### src/rtl/amp_sup_pkg.sv
package amp_sup_pkg;

  typedef enum logic [1:0] {
    FC_NONE  = 2'd0,
    FC_THERM = 2'd1,
    FC_SHORT = 2'd2,
    FC_DC    = 2'd3
  } fault_cls_t;

  // strict comparison against the duty limit
  function automatic logic duty_over(input logic [31:0] duty, input logic [31:0] lim);
    return duty > lim;
  endfunction

  // ranking of active faults: dc over short over thermal
  function automatic fault_cls_t pick_class(input logic dc, input logic sc, input logic th);
    if (dc)      return FC_DC;
    else if (sc) return FC_SHORT;
    else if (th) return FC_THERM;
    else         return FC_NONE;
  endfunction

  // only latched classes are reported externally
  function automatic logic class_flagged(input fault_cls_t c);
    return (c == FC_DC) || (c == FC_SHORT);
  endfunction

endpackage

### src/rtl/amp_dc_persist.sv
module amp_dc_persist #(
  parameter int DUTY_W   = 7,
  parameter int DUTY_LIM = 16,
  parameter int DC_MS    = 500
) (
  input  logic              clk,
  input  logic              rst_n,
  input  logic              ms_tick,
  input  logic              arm,
  input  logic [DUTY_W-1:0] duty,
  input  logic              pol,
  output logic              trip,
  output logic              cnt_zero
);
  import amp_sup_pkg::*;

  localparam int CW = $clog2(DC_MS + 1);

  logic [CW-1:0] cnt;
  logic          pol_prev;
  logic          over;
  logic          hold_ok;

  assign over    = duty_over(32'(duty), 32'(DUTY_LIM));
  assign hold_ok = over && (pol == pol_prev) && arm;

  always_ff @(posedge clk or negedge rst_n) begin
    if (!rst_n) begin
      cnt      <= '0;
      pol_prev <= 1'b0;
    end else begin
      pol_prev <= pol;
      if (!hold_ok)
        cnt <= '0;
      else if (ms_tick && (cnt != CW'(DC_MS)))
        cnt <= cnt + 1'b1;
    end
  end

  assign trip     = hold_ok && ms_tick && (cnt == CW'(DC_MS));
  assign cnt_zero = (cnt == '0);

endmodule

### src/rtl/amp_start_timer.sv
module amp_start_timer #(
  parameter int STARTUP_MS = 16
) (
  input  logic clk,
  input  logic rst_n,
  input  logic ms_tick,
  input  logic arm,
  output logic done
);
  localparam int SW = $clog2(STARTUP_MS + 1);

  logic [SW-1:0] cnt;

  assign done = (cnt == SW'(STARTUP_MS));

  always_ff @(posedge clk or negedge rst_n) begin
    if (!rst_n)
      cnt <= '0;
    else if (!arm)
      cnt <= '0;
    else if (ms_tick && !done)
      cnt <= cnt + 1'b1;
  end

endmodule

### src/rtl/amp_fault_latch.sv
module amp_fault_latch (
  input  logic                    clk,
  input  logic                    rst_n,
  input  logic                    sd_n,
  input  logic                    dc_trip,
  input  logic                    short_det,
  input  logic                    therm_hot,
  input  logic                    therm_cool,
  output logic                    dc_q,
  output logic                    sc_q,
  output logic                    th_q,
  output amp_sup_pkg::fault_cls_t cls
);
  import amp_sup_pkg::*;

  always_ff @(posedge clk or negedge rst_n) begin
    if (!rst_n) begin
      dc_q <= 1'b0;
      sc_q <= 1'b0;
      th_q <= 1'b0;
    end else begin
      if (dc_trip)
        dc_q <= 1'b1;
      if (!sd_n)
        sc_q <= 1'b0;
      else if (short_det)
        sc_q <= 1'b1;
      if (therm_hot)
        th_q <= 1'b1;
      else if (therm_cool)
        th_q <= 1'b0;
    end
  end

  assign cls = pick_class(dc_q, sc_q, th_q);

endmodule

### src/rtl/amp_fault_supervisor.sv
module amp_fault_supervisor #(
  parameter int NCH        = 2,
  parameter int DUTY_W     = 7,
  parameter int DUTY_LIM   = 16,
  parameter int DC_MS      = 500,
  parameter int STARTUP_MS = 16
) (
  input  logic                  clk,
  input  logic                  rst_n,
  input  logic                  ms_tick,
  input  logic                  sd_n,
  input  logic                  short_det,
  input  logic                  therm_hot,
  input  logic                  therm_cool,
  input  logic [NCH*DUTY_W-1:0] duty_bus,
  input  logic [NCH-1:0]        pol_bus,
  output logic                  out_en,
  output logic                  flag_n
);
  import amp_sup_pkg::*;

  logic [NCH-1:0] trip_vec;
  logic [NCH-1:0] zero_vec;
  logic           dc_trip;
  logic           dc_cnt_zero;
  logic           start_done;
  logic           dc_q;
  logic           sc_q;
  logic           th_q;
  fault_cls_t     cls;

  for (genvar ch = 0; ch < NCH; ch++) begin : g_ch
    amp_dc_persist #(
      .DUTY_W  (DUTY_W),
      .DUTY_LIM(DUTY_LIM),
      .DC_MS   (DC_MS)
    ) u_persist (
      .clk     (clk),
      .rst_n   (rst_n),
      .ms_tick (ms_tick),
      .arm     (sd_n),
      .duty    (duty_bus[ch*DUTY_W +: DUTY_W]),
      .pol     (pol_bus[ch]),
      .trip    (trip_vec[ch]),
      .cnt_zero(zero_vec[ch])
    );
  end

  assign dc_trip     = |trip_vec;
  assign dc_cnt_zero = &zero_vec;

  amp_start_timer #(
    .STARTUP_MS(STARTUP_MS)
  ) u_start (
    .clk    (clk),
    .rst_n  (rst_n),
    .ms_tick(ms_tick),
    .arm    (sd_n),
    .done   (start_done)
  );

  amp_fault_latch u_latch (
    .clk       (clk),
    .rst_n     (rst_n),
    .sd_n      (sd_n),
    .dc_trip   (dc_trip),
    .short_det (short_det),
    .therm_hot (therm_hot),
    .therm_cool(therm_cool),
    .dc_q      (dc_q),
    .sc_q      (sc_q),
    .th_q      (th_q),
    .cls       (cls)
  );

  assign flag_n = !class_flagged(cls);
  assign out_en = sd_n && start_done && (cls == FC_NONE);

endmodule

### config.mk
export PLATFORM = sky130hd
export DESIGN_NAME = amp_fault_supervisor
export DESIGN_NICKNAME = d
export VERILOG_FILES = /design/src/rtl/amp_sup_pkg.sv /design/src/rtl/amp_dc_persist.sv /design/src/rtl/amp_start_timer.sv /design/src/rtl/amp_fault_latch.sv /design/src/rtl/amp_fault_supervisor.sv
export SDC_FILE = /design/constraint.sdc
export NUM_CORES = 1
export LEC_CHECK = 0
export ABC_AREA = 0
export BUFFER_PORTS_ARGS = -buffer_cell sky130_fd_sc_hd__buf_2
export CAP_MARGIN = 30
export CORE_MARGIN = 2
export CORE_UTILIZATION = 28
export DETAILED_ROUTE_END_ITERATION = 6
export PLACE_DENSITY = 0.57
export RECOVER_POWER = 25
export REMOVE_ABC_BUFFERS = 1
export SYNTH_ARGS = -nofsm -noshare
export SYNTH_HDL_FRONTEND = slang
export SYNTH_SLANG_ARGS = --single-unit
export TNS_END_PERCENT = 20
### constraint.sdc
create_clock -name clk -period 1.8 [get_ports clk]
set_input_delay 0.09 -clock clk [delete_from_list [all_inputs] [get_ports clk]]
set_output_delay 0.09 -clock clk [all_outputs]
set_load 0.01 [all_outputs]
==> impl_metrics.csv <==
group,metric,value,unit
synth,synth_top_family_by_area,"simple AND/OR/NAND/NOR gates",
synth,yosys.area_share.xor_xnor,8.522,%
global_routing,globalRouteTotalUtil,11.18,%
pwr,power,1.166,mW
synth,synth_ff_type,"dfrtp_1",
clock_network,cts_buffers,3,
die,die_area,5728,um2
placement,dp_hpwl,1988,um
finish,stdcell_count,245,
critical_path,cp-end-kind,"register",
pwr,ir_worst_vdd,267.8,uV
routing,finalWirelength,2642,um
synth,ys_ff_latch,28,
clock_network,clock_latency,0.27,ns
die,rows,26,
pwr,leakage,0.7566,nW
placement,dp_cells,237,
global_routing,grt_pass1_vias,1178,
critical_path,cp_data_arrival_time,1.81,ns
placement,port_buffers,24,
synth,netlist.area_leader.share,48.70,%
routing,detail-route-antenna-nets,0,
clock_network,cts.sinks,28,
finish,antenna_cells,0,
clock_network,clockBufferDepth,2,
pwr,cellPowerDensity,661.7,nW/um2
clock_network,h-tree-depth,1,
synth,synth_compound_area_share,13.13,%
routing,viasPerCell,4.678,
sta,tightest_slew,0.6998,ns
sta,period_needed,1.639,ns
sta,drv_slew,0,
routing,met2_length,1123,um
synth,yosys.area_share.simple,20.09,%
sta,fmax,610.0,MHz
sta,final-setup-viol-count,0,
routing,drtPass1Iterations,4,
synth,syn-cell-area,1439,um2
critical_path,r2r.worst_path.cells,6,
critical_path,critPathKind,"reg2reg",
job,max_cap_viol_count,0,
critical_path,cp-start-kind,"register",
sta,slew_headroom,53.34,%
run_status,status,"finished clean",
die,die_y,75.69,um
die,coreArea,5042,um2
hold_path,hold_path_startpoint,"short_det",
finish,drive_gt1_share,18.86,%
sta,tns,0,ns
global_routing,gr-total-overflow,0,
sta,period_share,91.07,%
finish,fin_nets,205,
global_routing,grt_pass1_wl,5037,um
synth,postSynth.asyncResetShare,100.0,%
finish,syn_to_final_growth,22.52,%
synth,yosysSeqAreaShare,48.70,%
clock_network,clk_pin_slew,0.09,ns
routing,drt-wirelength-per-cell,10.78,um
synth,syn_avg_cell_area,10.20,um2
hold_path,hold_class,"in2reg",
global_routing,antenna_found_initial,0,
clock_network,cts_tree,"yes",
synth,yosysUniqueCellTypes,24,
synth,synth_mux_area_share,1.391,%
die,die_w,75.69,um
synth,yosysWarnings,0,
synth,synthTopCellsByArea,"dfrtp_1, xor2_1, ha_1, nor2_1, o311ai_4",
sta,fin_skew,0.002156,ns
critical_path,worstPathRequired,1.97,ns
synth,synthAdderAreaFrac,5.217,%
synth,synth-edff-count,0,
critical_path,critPathMaxFanout,4,
die,io_pins,25,
critical_path,crit_path_start,"g_ch[1].u_persist.cnt[0]$_DFFE_PN0P_",
sta,grt_setup_unrepaired,"false",
routing,drt_iter0_markers,41,
synth,syn_inst,141,
hold_path,min_path_cells,3,
critical_path,r2r_start,"g_ch[1].u_persist.cnt[0]$_DFFE_PN0P_",
routing,drc,0,
routing,routed.top_layer,"met4",
synth,yosysTopAreaCell,"dfrtp_1",
global_routing,grt_max_degree,29,
routing,wl_met3,129,um
routing,drt-met1-wl,1351,um
sta,timing.final.hold_violations,0,
die,initial_core_util,28.54,%
placement,place.gp.congestion,0.7230,
clock_network,clock-root-buffer,"clkbuf_8",
routing,via_count,1146,
clock_network,postCtsSetupRepairBufs,0,
-- power breakdown --
part           switching, mW  total [mW]  internal (mW)
Combinational         0.0707       0.130         0.0592
Clock                  0.186       0.382          0.196
Sequential            0.0112       0.654          0.643
Total                  0.268        1.17          0.898
-- cell usage in the layout (no fill, tap or decap), types with 3 or more instances in the layout --
cell	synthesis	layout
buf_4	0	3
inv_1	10	10
o21ai_0	9	8
a21oi_1	9	9
xor2_1	9	9
nand4_1	8	8
ha_1	6	6
or3_1	6	6
nand3_1	6	6
dlygate4sd3_1	0	4
buf_2	1	21
dfrtp_1	28	28
xnor2_1	5	5
nor2_1	19	19
nand2_1	7	7
clkbuf_8	0	4
-- logic make-up after synthesis --
family / count (synthesis)
buffers and inverters: 11
muxes: 2
DFF: 28
AOI/OAI and AO/OA: 25
xor gates and xnor gates: 14
and+or+nand+nor: 55
adders and majority gates: 6
-- metal layers --
metal	track usage, %	vias up
li1	-	567
met1	14.75	543
met2	18.55	31
met3	1.852	5
met4	4.094	0
met5	0	-
-- layout make-up --
class / count / area [um2]
inverter: 10 / 37.54
timing repair buffer: 31 / 180.2
tap: 70 / 87.58
multi-input combinational: 102 / 701.9
fill: 527 / 3279
clock buffer: 4 / 55.05
sequential: 28 / 700.7
-- final timing paths --
| kind | end | slack, ns |
|---|---|---|
| worst max-delay path | g_ch[1].u_persist.cnt[1]$_DFFE_PN0P_ | 0.16 |
| worst min-delay path | u_latch.sc_q$_DFFE_PN0P_ | 0.02 |
| worst max register to register | g_ch[1].u_persist.cnt[1]$_DFFE_PN0P_ | 0.16 |
| worst min register to register | u_latch.dc_q$_DFFE_PN0P_ | 0.48 |
| max in group asynchronous | g_ch[0].u_persist.cnt[7]$_DFFE_PN0P_ | 0.96 |
| min in group asynchronous | g_ch[1].u_persist.cnt[4]$_DFFE_PN0P_ | 0.39 |
-- per-stage QoR --
stage               util (%)  setup slack, ns  instance area (um2)  hold WS (ns)
CTS                    34.89          0.09660                 1759       0.01983
floorplan                  -           0.3139                 1434       -0.2056
global placement       33.00           0.2231                 1664        0.1561
global route           34.96          0.03144                 1763       0.06874
finish                 34.96           0.1607                 1763       0.02482
detailed placement     33.00           0.1873                 1664        0.1487
-- registers in the layout, summed over array words and instances, names as in the netlist --
signal,count
g_ch.u_persist.cnt,18
u_latch.dc_q,1
u_latch.th_q,1
u_start.cnt,5
g_ch.u_persist.pol_prev,2
u_latch.sc_q,1
-- timing repair --
item / CTS / global route
hold buffers: 4 / 0
endpoints found under the setup margin: 0 / 4
hold endpoints to repair: 31 / 0
gates resized for setup: 0 / 2
-- critical path: stages, from the launching register on --
cell and delay [ns]:
dfrtp_1 0.41, inv_1 0.10, ha_1 0.16, nand4b_1 0.11
o21ai_0 0.46, mux2i_1 0.24, nor2_1 0.05
-- synthesized netlist by cell type (all sizes together), types with 2 or more instances --
master   n
o21ai    9
nand3    6
inv     10
nand4    8
o311ai   2
nand2    7
and3     2
nand4b   2
ha       6
xnor2    5
a21o     2
or3      6
a21oi    9
dfrtp   28
nor2    19
o41a     2
xor2     9
and4     2
mux2i    2
No activity file was read; power rests on OpenSTA's default activity.
